--- config.mk ---
export PLATFORM = sky130hd
export DESIGN_NAME = sync_ser_tx
export DESIGN_NICKNAME = d
export VERILOG_FILES = /design/src/rtl/sst_pkg.sv /design/src/rtl/sst_edge_sync.sv /design/src/rtl/sst_phase_timer.sv /design/src/rtl/sync_ser_tx.sv
export SDC_FILE = /design/constraint.sdc
export NUM_CORES = 1
export LEC_CHECK = 0
export BUFFER_PORTS_ARGS = -buffer_cell sky130_fd_sc_hd__buf_2
export CAP_MARGIN = 20
export CORE_ASPECT_RATIO = 1.75
export CORE_MARGIN = 2
export CORE_UTILIZATION = 40
export DETAILED_ROUTE_END_ITERATION = 8
export SLEW_MARGIN = 20
export SYNTH_ARGS = -nofsm -noshare
export SYNTH_HDL_FRONTEND = slang
export SYNTH_SLANG_ARGS = --single-unit
--- constraint.sdc ---
create_clock -name clk -period 3.3 [get_ports clk]
set_input_delay 0.33 -clock clk [delete_from_list [all_inputs] [get_ports clk]]
set_output_delay 0.33 -clock clk [all_outputs]
set_load 0.01 [all_outputs]
--- src/rtl/sst_pkg.sv ---
package sst_pkg;
    typedef enum logic [1:0] {
        ST_IDLE  = 2'd0,
        ST_WAIT  = 2'd1,
        ST_SHIFT = 2'd2
    } sst_state_e;

    localparam int CTL_EN  = 0;
    localparam int CTL_INH = 1;
    localparam int CTL_EXT = 2;
    localparam int CTL_W   = 3;
endpackage

--- src/rtl/sst_edge_sync.sv ---
module sst_edge_sync #(
    parameter int STAGES = 2
) (
    input  logic clk,
    input  logic rst_n,
    input  logic din,
    output logic rise,
    output logic fall
);
    logic [STAGES:0] sh_q, sh_d;

    always_comb begin
        sh_d = {sh_q[STAGES-1:0], din};
    end

    always_ff @(posedge clk or negedge rst_n) begin
        if (!rst_n) sh_q <= '1;
        else        sh_q <= sh_d;
    end

    assign rise = sh_q[STAGES-1] & ~sh_q[STAGES];
    assign fall = ~sh_q[STAGES-1] & sh_q[STAGES];
endmodule

--- src/rtl/sst_phase_timer.sv ---
module sst_phase_timer #(
    parameter int HALF = 4
) (
    input  logic clk,
    input  logic rst_n,
    input  logic run,
    output logic tick
);
    localparam int CW = (HALF > 1) ? $clog2(HALF) : 1;
    localparam logic [CW-1:0] LAST = CW'(HALF - 1);

    logic [CW-1:0] cnt_q, cnt_d;

    assign tick = run && (cnt_q == LAST);

    always_comb begin
        if (!run || tick) cnt_d = '0;
        else              cnt_d = cnt_q + 1'b1;
    end

    always_ff @(posedge clk or negedge rst_n) begin
        if (!rst_n) cnt_q <= '0;
        else        cnt_q <= cnt_d;
    end
endmodule

--- src/rtl/sync_ser_tx.sv ---
module sync_ser_tx
    import sst_pkg::*;
#(
    parameter int DW          = 8,
    parameter int DIV         = 8,
    parameter int SYNC_STAGES = 2
) (
    input  logic              clk,
    input  logic              rst_n,
    input  logic              data_wr,
    input  logic [DW-1:0]     data_in,
    input  logic              ctrl_wr,
    input  logic [CTL_W-1:0]  ctrl_in,
    input  logic              stat_rd,
    input  logic              sck_in,
    output logic              sck_out,
    output logic              sdo,
    output logic              buf_empty,
    output logic              busy,
    output logic              shifting,
    output logic              underrun,
    output logic              irq
);
    localparam int HALF = DIV / 2;
    localparam int BW   = (DW > 1) ? $clog2(DW) : 1;
    localparam logic [BW-1:0] LAST_BIT = BW'(DW - 1);

    typedef struct packed {
        sst_state_e    st;
        logic [DW-1:0] sr;
        logic [BW-1:0] bidx;
        logic [DW-1:0] tbuf;
        logic          empty;
        logic          en;
        logic          inh;
        logic          ext;
        logic          busy;
        logic          shf;
        logic          err;
        logic          irq;
        logic          sck;
        logic          sdo;
    } regs_t;

    regs_t q, d;
    logic  tick, ext_rise, ext_fall;
    logic  inh_now, do_load, do_under, byte_end;

    sst_edge_sync #(.STAGES(SYNC_STAGES)) u_sync (
        .clk  (clk),
        .rst_n(rst_n),
        .din  (sck_in),
        .rise (ext_rise),
        .fall (ext_fall)
    );

    sst_phase_timer #(.HALF(HALF)) u_timer (
        .clk  (clk),
        .rst_n(rst_n),
        .run  ((q.st == ST_SHIFT) && !q.ext),
        .tick (tick)
    );

    always_comb begin
        d        = q;
        d.irq    = 1'b0;
        inh_now  = ctrl_wr && ctrl_in[CTL_INH];
        do_load  = 1'b0;
        do_under = 1'b0;
        byte_end = 1'b0;

        if (ctrl_wr) begin
            d.en  = ctrl_in[CTL_EN] && !ctrl_in[CTL_INH];
            d.inh = ctrl_in[CTL_INH];
            if (!q.busy) d.ext = ctrl_in[CTL_EXT];
        end
        if (stat_rd) d.err = 1'b0;

        case (q.st)
            ST_IDLE: begin
                if (d.en) begin
                    d.st   = ST_WAIT;
                    d.busy = 1'b1;
                end
            end
            ST_WAIT: begin
                if (!d.en) begin
                    d.st   = ST_IDLE;
                    d.busy = 1'b0;
                end else if (!q.ext) begin
                    do_load = !q.empty;
                end else if (ext_fall) begin
                    do_load  = !q.empty;
                    do_under = q.empty;
                end
            end
            ST_SHIFT: begin
                if (!q.ext) begin
                    if (tick) begin
                        if (!q.sck) begin
                            d.sck = 1'b1;
                        end else if (q.bidx != LAST_BIT) begin
                            d.sr   = {q.sr[DW-2:0], 1'b1};
                            d.sdo  = q.sr[DW-2];
                            d.bidx = q.bidx + 1'b1;
                            d.sck  = 1'b0;
                        end else begin
                            byte_end = 1'b1;
                        end
                    end
                end else begin
                    if (ext_fall && (q.bidx != LAST_BIT)) begin
                        d.sr   = {q.sr[DW-2:0], 1'b1};
                        d.sdo  = q.sr[DW-2];
                        d.bidx = q.bidx + 1'b1;
                    end else if (ext_rise && (q.bidx == LAST_BIT)) begin
                        byte_end = 1'b1;
                    end
                end
            end
            default: d.st = ST_IDLE;
        endcase

        if (byte_end) begin
            d.shf = 1'b0;
            d.sdo = 1'b1;
            if (!d.en) begin
                d.st   = ST_IDLE;
                d.busy = 1'b0;
            end else if (!q.ext && !q.empty) begin
                do_load = 1'b1;
            end else begin
                d.st = ST_WAIT;
            end
        end

        if (do_load) begin
            d.st    = ST_SHIFT;
            d.sr    = q.tbuf;
            d.sdo   = q.tbuf[DW-1];
            d.bidx  = '0;
            d.empty = 1'b1;
            d.irq   = 1'b1;
            d.shf   = 1'b1;
            d.sck   = q.ext;
        end
        if (do_under) begin
            d.st   = ST_SHIFT;
            d.sr   = '1;
            d.sdo  = 1'b1;
            d.bidx = '0;
            d.err  = 1'b1;
            d.irq  = 1'b1;
            d.shf  = 1'b1;
        end

        if (data_wr && !inh_now && !q.inh) begin
            d.tbuf  = data_in;
            d.empty = 1'b0;
        end

        if (inh_now || d.inh) begin
            d.st    = ST_IDLE;
            d.bidx  = '0;
            d.tbuf  = '0;
            d.empty = 1'b1;
            d.en    = 1'b0;
            d.busy  = 1'b0;
            d.shf   = 1'b0;
            d.err   = 1'b0;
            d.irq   = 1'b0;
            d.sck   = 1'b1;
            d.sdo   = 1'b1;
        end
    end

    always_ff @(posedge clk or negedge rst_n) begin
        if (!rst_n) begin
            q <= '{st: ST_IDLE, sr: '1, bidx: '0, tbuf: '0, empty: 1'b1,
                   en: 1'b0, inh: 1'b0, ext: 1'b0, busy: 1'b0, shf: 1'b0,
                   err: 1'b0, irq: 1'b0, sck: 1'b1, sdo: 1'b1};
        end else begin
            q <= d;
        end
    end

    assign sck_out   = q.sck;
    assign sdo       = q.sdo;
    assign buf_empty = q.empty;
    assign busy      = q.busy;
    assign shifting  = q.shf;
    assign underrun  = q.err;
    assign irq       = q.irq;

    AST_IRQ_SINGLE: assert property (@(posedge clk) disable iff (!rst_n)
        irq |=> !irq);
    AST_WRITE_FILLS: assert property (@(posedge clk) disable iff (!rst_n)
        data_wr && !(ctrl_wr && ctrl_in[CTL_INH]) && !q.inh |=> !buf_empty);
    AST_WAIT_HOLDS_HIGH: assert property (@(posedge clk) disable iff (!rst_n)
        (q.st == ST_WAIT) |-> sck_out);
    AST_EXT_NO_CLOCK: assert property (@(posedge clk) disable iff (!rst_n)
        q.ext |-> sck_out);
    AST_ERR_STICKY: assert property (@(posedge clk) disable iff (!rst_n)
        underrun && !stat_rd && !(ctrl_wr && ctrl_in[CTL_INH]) |=> underrun);
    AST_IDLE_LINES_HIGH: assert property (@(posedge clk) disable iff (!rst_n)
        !busy |-> (sdo && sck_out));
    AST_SHIFT_IN_SESSION: assert property (@(posedge clk) disable iff (!rst_n)
        shifting |-> busy);
    AST_ABORT_CLEARS: assert property (@(posedge clk) disable iff (!rst_n)
        ctrl_wr && ctrl_in[CTL_INH] |=>
            (!busy && !shifting && !underrun && buf_empty && sck_out && sdo));
endmodule

==> impl_metrics.ini, run 1 <==
[clocking]
numCtsBuffers = 5
clock_sinks = 35
tritoncts = yes
postCtsHoldBufs = 0
clock_path_buffers = 2
path_clk_slew_ns = 0.08
htreeDepth = 2
cts.repair.resized = 0
clk_latency_ns = 0.29
cts_root_buffer = clkbuf_8
cts_setup_buffers = 0

[logic_synthesis]
netlist_instances = 162
synth_edf_count = 0
ys.flop_type = dfrtp_1
synth_fp_nets = 183
synthArstFlopShare_pct = 100.0
syn_area_per_cell_sq_um = 10.70
syn-cell-area_sq_um = 1733
synth_cell_types = 45
yosysSeqAreaShare_pct = 51.48
ys_seq_elements = 35
yosys_warnings = 0

[cells_and_area]
layout_common_cells = 23 x buf_2, 22 x a21oi_1, 22 x dfrtp_1
final_common_cell = buf_2
diodes = 0
layout-area-overhead-vs-synth_pct = 13.43
finalNetCount = 207
final_cells = 236
drive_above_1_share_pct = 28.88

[detailed_routing]
wirelength_um = 3696
drc = 0
wire_per_inst_um = 15.66
ant_nets = 0
vias = 1323
drt_iter0_markers = 28
first_pass_iters = 5
vias_per_cell = 5.606

[setup_path]
cp-start-kind = flop
r2r-start = q[18]$_DFFE_PN0P_
cp_top_family = simple AND/OR/NAND/NOR gates
path_class = reg2reg
crit_chain = ha_1 > ha_1 > inv_1 > a21oi_1 > or3_1 > mux2i_1 > a21oi_1
r2r_cells = 7
worst-path-buf-inv = 1
cp.required_ns = 3.51
critPathCaptureType = flop
crit_cells = 7
cp.arrival_ns = 2.28
crit_slowest_cell = or3_1
crit_end = q[26]$_DFFE_PN1P_
worstPathMaxFanout = 10
r2r_end = q[26]$_DFFE_PN1P_
crit_start = q[18]$_DFFE_PN0P_
cp_slowest_stage_delay_ns = 0.57
rrSetupSlack_ns = 1.23

[sta]
final.setup.worst_slack_ns = 1.229
fin_crit_sh_pct = 62.74
hold_viol = 0
tightest_slew_ns = 0.7570
min_period_ns = 2.071
fin_skew_ns = 0.008276
rsz0062_at_grt = false
tns_ns = 0
slew-limit-headroom_pct = 49.54
fmax_ghz = 0.4830
setup_violations = 0
whs_ns = 0.1061
slew_viol_final = 0

[global_route]
antenna_found_initial = 0
grt_pass1_vias = 1348
grt_start_max_net_pins = 36
grt-ovfl-total = 0
grt_pass1_wl_um = 6299
grt_use_total_pct = 17.38

[place]
place_ws_ns = 1.220
io_buffers = 23
dpl.hpwl_um = 2740
finalWeightedCongestion = 0.8445
dp.cells = 228

[power_and_ir_drop]
total_power_mw = 0.9928
powerDensity_nw_per_um2 = 505.1
internal-power_mw = 0.7136
leakage_nw = 0.9333
p_switching_mw = 0.2793
peakVddDrop_mv = 0.2970
pwr-share-clk_pct = 30.7
p_sw_share_pct = 28.13
p_seq_share_pct = 55.5
p_comb_share_pct = 13.8

[run]
drv_cap = 0

[floorplanning]
core_sq_um = 4150
std_cell_rows = 31
start_util_pct = 41.75
die_height_um = 91.07
die_area_sq_um = 4895
fp.dieW_um = 53.76
io_pins = 24

[status]
status = completed

[min_path]
hp-class = in2async
==> registers in the layout (all words and copies together), names as in the netlist <==
signal / count
q: 23
u_sync.sh_q: 3
u_timer.cnt_q: 2
buf_empty: 1
busy: 1
irq: 1
sck_out: 1
sdo: 1
shifting: 1
underrun: 1
==> Yosys cell counts (all sizes together) (2+ instances only) <==
cell type,count,area (sq um)
o211ai,2,20.02
buf,3,21.27
a21o,2,15.01
nor4b,3,41.29
a21oi,22,110.1
and3b,2,17.52
o21a,3,22.52
or3,2,12.51
inv,8,30.03
dfstp,13,341.6
clkbuf,3,11.26
ha,4,50.05
dfrtp,22,550.5
o21ai,4,23.77
o221ai,8,70.07
a31oi,2,12.51
mux2i,8,80.08
nor2b,3,18.77
o31ai,2,28.78
nor2,17,66.32
nand2b,4,32.53
nand2,12,47.55
==> worst register-to-register path, cell delays in order (launching register included) <==
cell	delay (ns)
dfrtp_1	0.40
ha_1	0.23
ha_1	0.22
inv_1	0.12
a21oi_1	0.08
or3_1	0.57
mux2i_1	0.21
a21oi_1	0.19
==> worst min-delay path by stage <==
stage	endpoint	from	cells after the start
floorplan	busy$_DFF_PN0_	rst_n	0
global placement	u_sync.sh_q[1]$_DFF_PN1_	u_sync.sh_q[0]$_DFF_PN1_	0
detailed placement	u_sync.sh_q[1]$_DFF_PN1_	u_sync.sh_q[0]$_DFF_PN1_	0
CTS	underrun$_DFFE_PN0P_	rst_n	1
global route	u_sync.sh_q[0]$_DFF_PN1_	sck_in	1
finish	underrun$_DFFE_PN0P_	rst_n	1
==> layer usage <==
metal | GRT usage (%) | wire length [um] | part of all wire, % | up-vias
met4 | 8.547 | 40 | 1.1 | 0
met2 | 28.05 | 2061 | 56 | 29
met5 | 0 | 0 | 0 | -
li1 | - | - | - | 635
met1 | 21.07 | 1462 | 40 | 655
met3 | 3.454 | 132 | 3.6 | 4
==> power groups by stage <==
stage / Clock [mW] / Sequential, mW / Combinational, mW
after global placement: 0 / 0.555 / 0.134
after global routing: 0.335 / 0.558 / 0.157
after detailed placement: 0 / 0.558 / 0.138
after floorplan: 0 / 0.539 / 0.105
after CTS: 0.315 / 0.551 / 0.139
final: 0.305 / 0.551 / 0.137
==> cells by family after synthesis <==
kind of cell / count (synthesis) / share of synthesized area [%]
simple gates: 50 / 16.61
compound gates: 49 / 19.64
flops: 35 / 51.48
buf+inv: 14 / 3.610
mux: 9 / 5.271
fa+ha+maj: 4 / 2.888
xor+xnor: 1 / 0.5055
==> layout make-up <==
class	count	area [sq um]
Multi-Input combinational cell	113	778.2
Timing Repair Buffer	23	115.1
Fill cell	400	2185
Clock buffer	5	68.82
Sequential cell	35	892.1
Tap cell	49	61.31
Inverter	8	30.03
Clock inverter	3	20.02
==> per-stage QoR <==
stage / cell area [sq um] / util (%)
floorplan: 1733 / -
finish: 1966 / 47.36
global route: 1966 / 47.36
detailed placement: 1877 / 45.22
global placement: 1877 / 45.22
CTS: 1966 / 47.36
Note: power is estimated with default switching activity, not from simulation.
==> run 2, diff against run 1 <==
- ABC_AREA: unset -> 1
- clock period: 3.3 -> 2.09 ns (I/O delays scaled with it)
==> run 2 against run 1 <==
  * The flow now finishes with violations (hold timing)
  * Register-to-register slack got worse by 0.91 ns
  * First-iteration DRC count fell by 32%
  * Count of clock-buffer cells in the layout rose by 1
  * Via count rose by 2.9%
  * Clock skew fell by 0.00075 ns
  * Sequential power rose by 62%
  * Clock power rose by 110%
  * Synthesized area fell by 1.2%
  * Synthesized cell count rose by 25%
  * Critical path depth rose by 4
  * Design area rose by 1.1%
  * Largest cell class unchanged
  * Setup slack got worse by 0.91 ns
==> impl_metrics.ini, run 2 <==
[cells_and_area]
multi_input_area_sq_um = 686.9
largest_register = q
layout_common_cells = 63 x nand2_1, 24 x inv_1, 23 x buf_2
largest_reg_flops = 23
nFillCells = 440
finalNetCount = 252
diodes = 0
fin_area_sq_um = 1988
layout-area-overhead-vs-synth_pct = 16.07
final_common_cell = nand2_1
ff_latch_area_sq_um = 892.1
drive_above_1_share_pct = 25.00
reg_top3 = q x23, u_sync.sh_q x3, u_timer.cnt_q x2

[setup_path]
path_class = reg2reg
cp-start-kind = flop
rrSetupSlack_ns = 0.32
r2r_cells = 11
r2r_end = q[27]$_DFFE_PN1P_
r2r-start = q[18]$_DFFE_PN0P_
cp.arrival_ns = 2.00
critPathCaptureType = flop
worstPathMaxFanout = 18
cp.required_ns = 2.32

[logic_synthesis]
yosysSeqAreaShare_pct = 52.08
synthArstFlopShare_pct = 100.0
ys_top_cells_by_count = 63 x nand2_1, 24 x inv_1, 22 x dfrtp_1
syn-cell-area_sq_um = 1713
ys.flop_type = dfrtp_1
synth_cell_types = 26
syn_area_per_cell_sq_um = 8.438
synth_edf_count = 0
synth.area.top_cells = dfrtp_1 32%, dfstp_2 20%, nand2_1 14%, inv_1 5.3%, nand3_1 5.0%
netlist.area_leader.share_pct = 32.14
yosys_warnings = 0
ys_seq_elements = 35
netlist_instances = 203
synth_fp_nets = 224
synth_top_area_cell = dfrtp_1
yosysMostFrequentCell = nand2_1

[power_and_ir_drop]
pwr-share-clk_pct = 35.8
p_comb_share_pct = 13.0
powerDensity_nw_per_um2 = 880.1
leakage_nw = 1.091
p_switching_mw = 0.4477
internal-power_mw = 1.302
p_sw_share_pct = 25.59
p_seq_share_pct = 51.1
peakVddDrop_mv = 0.5791

[place]
finalWeightedCongestion = 0.7572
dpl.hpwl_um = 2539
place_ws_ns = 0.3250
io_buffers = 23
place_area_sq_um = 1871

[sta]
tightest_slew_ns = 0.7738
fmax_ghz = 0.5637
whs_ns = -0.006012
fin_skew_ns = 0.007522
setup_violations = 0
rsz0062_at_grt = false
fin_crit_sh_pct = 84.89
min_period_ns = 1.774
slew-limit-headroom_pct = 48.41
tns_ns = 0
slew_viol_final = 0
final.setup.worst_slack_ns = 0.3159
hold_viol = 7

[detailed_routing]
drc = 0
vias = 1361
wirelength_um = 3363
wire_per_inst_um = 11.97
first_pass_iters = 4
vias_per_cell = 4.843
drt_iter0_markers = 19
ant_nets = 0

[global_route]
grt_use_total_pct = 16.68
grt_start_max_net_pins = 36
grt_pass1_wl_um = 5885
grt_pass1_vias = 1384
antenna_found_initial = 0
grt-ovfl-total = 0

[floorplanning]
die_area_sq_um = 4842
std_cell_rows = 31
start_util_pct = 41.66
die_height_um = 90.57
fp.dieW_um = 53.47
io_pins = 24
core_sq_um = 4111

[clocking]
htreeDepth = 2
clk_latency_ns = 0.29
postCtsHoldBufs = 0
numCtsBuffers = 5
path_clk_slew_ns = 0.07
cts_root_buffer = clkbuf_8
clock_sinks = 35
tritoncts = yes
cts_setup_buffers = 0
cts.repair.resized = 0
clock_path_buffers = 2

[run]
drv_cap = 0

[min_path]
hp-class = in2async

[status]
status = finished with violations
violations = hold timing
run 2: cell count changes in the layout (fill, tap and decap cells not counted), sizes merged, moves of 4 or more:
cell	delta
o221ai	-8
nand3	+19
o21ai	+6
nand2b	-4
mux2i	-7
a21oi	-15
nand2	+56
inv	+19
run 2: cell type report:
cell class	count	area share, %
Sequential cell	35	44.87
Clock inverter	2	1.762
Clock buffer	6	4.154
Timing Repair Buffer	24	6.167
Multi-Input combinational cell	137	34.55
Tap cell	49	3.084
Inverter	28	5.412
run 2: worst max-delay path, cell delays in order, from the launching register on:
cell     delay [ns]
dfrtp_1        0.40
ha_1           0.23
ha_1           0.22
nand2_1        0.11
nor2_4         0.05
nand3_2        0.05
nand2_2        0.06
nand2_4        0.17
nand3_1        0.12
inv_1          0.17
nand2_1        0.07
nand2_1        0.07
run 2: power groups by stage:
stage / clock network (mW) / logic (mW) / registers [mW]
floorplan: 0 / 0.173 / 0.885
global placement: 0 / 0.229 / 0.908
detailed placement: 0 / 0.235 / 0.905
CTS: 0.649 / 0.235 / 0.894
global route: 0.671 / 0.273 / 0.907
finish: 0.627 / 0.228 / 0.895
run 2: stage by stage:
| stage | hold slack [ns] | util, % | power (mW) | instances |
|---|---|---|---|---|
| floorplan | -0.08659 | - | 1.058 | 203 |
| global placement | 0.3142 | 45.50 | 1.137 | 273 |
| detailed placement | 0.3232 | 45.50 | 1.140 | 273 |
| CTS | 0.009672 | 48.36 | 1.778 | 281 |
| global route | 0.004217 | 48.36 | 1.851 | 281 |
| finish | -0.006012 | 48.36 | 1.750 | 281 |
run 2: cell families (layout without fill, tap and decap cells):
family	count (synthesis)	in the layout	share of synthesized area, %
flip-flops	35	35	52.08
multiplexers	1	1	0.5844
AO/OA/AOI/OAI	25	25	8.474
adder cells (fa/ha/maj)	4	4	2.922
buffers and inverters	31	60	7.816
AND/OR/NAND/NOR	106	106	27.61
XOR/XNOR	1	1	0.5114
run 2: how the worst max path moves through the flow:
stage	startpoint	to	depth (start not counted)
floorplan	q[18]$_DFFE_PN0P_	q[23]$_DFFE_PN1P_	10
global placement	q[18]$_DFFE_PN0P_	q[27]$_DFFE_PN1P_	11
detailed placement	q[18]$_DFFE_PN0P_	q[27]$_DFFE_PN1P_	11
CTS	q[18]$_DFFE_PN0P_	q[27]$_DFFE_PN1P_	11
global route	q[18]$_DFFE_PN0P_	q[27]$_DFFE_PN1P_	11
finish	q[18]$_DFFE_PN0P_	q[27]$_DFFE_PN1P_	11
run 2: layer usage:
| metal | track usage, % | wire length [um] | up-vias |
|---|---|---|---|
| met5 | 0 | 0 | - |
| met4 | 9.615 | 106 | 0 |
| met3 | 3.146 | 100 | 8 |
| met2 | 27.26 | 1752 | 23 |
| met1 | 19.38 | 1405 | 630 |
| li1 | - | - | 700 |
==> run 3, diff against run 2 <==
- clock period: 2.09 -> 1.5 ns (I/O delays scaled with it)
==> run 3 against run 2 <==
  * The flow finishes with violations (setup timing)
  * Fmax increased by 10%
  * Design area increased by 19%
  * Via count increased by 11%
  * Sequential share of layout area decreased by 7.2 points
  * Core utilization increased by 9.3 points
  * Total power increased by 39%
  * Critical endpoint is now q[25]$_DFFE_PN1P_
  * Highest routed layer unchanged
==> impl_metrics.ini, run 3 (synthesized netlist as in run 2, its figures left out) <==
[global_route]
antenna_found_initial = 0
grt_use_total_pct = 20.52
grt_start_max_net_pins = 21
grt_pass1_wl_um = 7155
top_usage_layer = met2
met3_usage_pct = 4.305
grt-ovfl-total = 0
grt_pass1_vias = 1620
grt_use_met1_pct = 21.21
use_met2_pct = 35.39

[cells_and_area]
largest_register = q
finalNetCount = 285
diodes = 0
largest_reg_flops = 23
final_core_util_pct = 57.67
multi_input_area_sq_um = 823.3
final_common_cell = nand2_1
fin_area_sq_um = 2371
nFillCells = 415
reg_top3 = q x23, u_sync.sh_q x3, u_timer.cnt_q x2
drive_above_1_share_pct = 40.75
ff_latch_area_sq_um = 892.1
layout_common_cells = 58 x nand2_1, 26 x buf_4, 23 x buf_2
layout-area-overhead-vs-synth_pct = 38.42

[floorplanning]
die_height_um = 90.57
io_pins = 24
fp.dieW_um = 53.47
start_util_pct = 41.66
core_sq_um = 4111
std_cell_rows = 31
die_area_sq_um = 4842

[place]
dpl.hpwl_um = 2871
io_buffers = 23
finalWeightedCongestion = 0.8163
place_area_sq_um = 2047
place_ws_ns = -0.2296

[clocking]
clock_path_buffers = 2
path_clk_slew_ns = 0.07
cts_root_buffer = clkbuf_8
clk_latency_ns = 0.29
clock_sinks = 35
tritoncts = yes
htreeDepth = 2
numCtsBuffers = 5

[sta]
min_period_ns = 1.606
final.setup.worst_slack_ns = -0.1060
tightest_slew_ns = 0.3964
setup_violations = 15
fin_crit_sh_pct = 107.1
fmax_ghz = 0.6227
fin_skew_ns = 0.007204
rsz0062_at_grt = true
slew_viol_final = 0
slew-limit-headroom_pct = 73.55
hold_viol = 0

[setup_path]
crit_start = u_sync.sh_q[1]$_DFF_PN1_
worstPathMaxFanout = 7
cp.arrival_ns = 1.83
r2r-start = u_sync.sh_q[1]$_DFF_PN1_
cp.required_ns = 1.72
cp-start-kind = flop
critPathCaptureType = flop
r2r_cells = 10
path_class = reg2reg

[detailed_routing]
vias_per_cell = 4.790
drt_iter0_markers = 14
vias = 1504
first_pass_iters = 4
ant_nets = 0
wirelength_um = 4116
drc = 0
wire_per_inst_um = 13.11

[status]
violations = setup timing
status = finished with violations

[power_and_ir_drop]
powerDensity_nw_per_um2 = 1024
leakage_nw = 1.246
peakVddDrop_mv = 1.048

[min_path]
hp-class = in2reg
whs_path_depth = 3
hold_path.startpoint = data_in[7]

[run]
drv_cap = 0
[run 3: cell count changes in the layout (fill, tap and decap cells not counted), sizes merged]
| cell | delta |
|---|---|
| clkinv | -1 |
| dlygate4sd3 | +2 |
| bufinv | -1 |
| buf | +29 |
| clkbuf | +2 |
| nand2 | +2 |
[run 3: worst paths after layout]
kind,slack [ns],endpoint
hold reg to reg,0.36,u_sync.sh_q[1]$_DFF_PN1_
setup reg to reg,-0.11,q[25]$_DFFE_PN1P_
min in group asynchronous,0.30,q[8]$_DFF_PN0_
setup / recovery,-0.11,q[25]$_DFFE_PN1P_
hold / removal,0.06,q[17]$_DFFE_PN0P_
max in group asynchronous,0.67,q[21]$_DFFE_PN1P_
[run 3: worst max-delay path, stage by stage (launching register included)]
cell	delay, ns
dfstp_2	0.58
nand2_1	0.08
nand2_2	0.08
nand2_4	0.06
nor2_4	0.11
nand3_2	0.09
nand2_4	0.12
nand2_8	0.09
buf_6	0.15
o21ai_2	0.11
nand2_1	0.07
[run 3: area by class of cell]
cell class,count,area share (%)
timing repair buffer,55,16.20
inverter,28,4.644
sequential,35,37.63
clock buffer,8,4.222
multi-input combinational,139,34.72
tap,49,2.586
[run 3: report_power, final]
| part | leakage (nW) | switching, mW | internal (mW) |
|---|---|---|---|
| Clock | 0.0515 | 0.345 | 0.419 |
| Sequential | 0.430 | 0.0931 | 1.16 |
| Combinational | 0.765 | 0.238 | 0.176 |
| Total | 1.25 | 0.677 | 1.75 |
[run 3: metrics by stage]
step / total power [mW] / TNS, ns / hold WS [ns] / std cells
after floorplan: 1.480 / 0 / -0.1456 / 203
after global placement: 1.636 / -2.656 / 0.09591 / 293
after detailed placement: 1.645 / -2.561 / 0.09915 / 293
after CTS: 2.447 / -0.7401 / 0.05198 / 311
after global routing: 2.558 / -2.533 / 0.05844 / 314
final: 2.429 / -0.8233 / 0.05780 / 314
[run 3: what timing repair did]
action,4_1_cts,5_1_grt
hold buffers,2,0
hold endpoints to repair,12,0
pin swaps,11,8
gates cloned,2,0
buffers inserted,6,3
resized for setup,24,8
endpoints found under the setup margin,17,19
[run 3: per-layer routing]
metal	up-vias	part of all wire, %
li1	767	-
met1	700	37
met2	24	56
met3	13	2.5
met4	0	4.0
met5	-	0
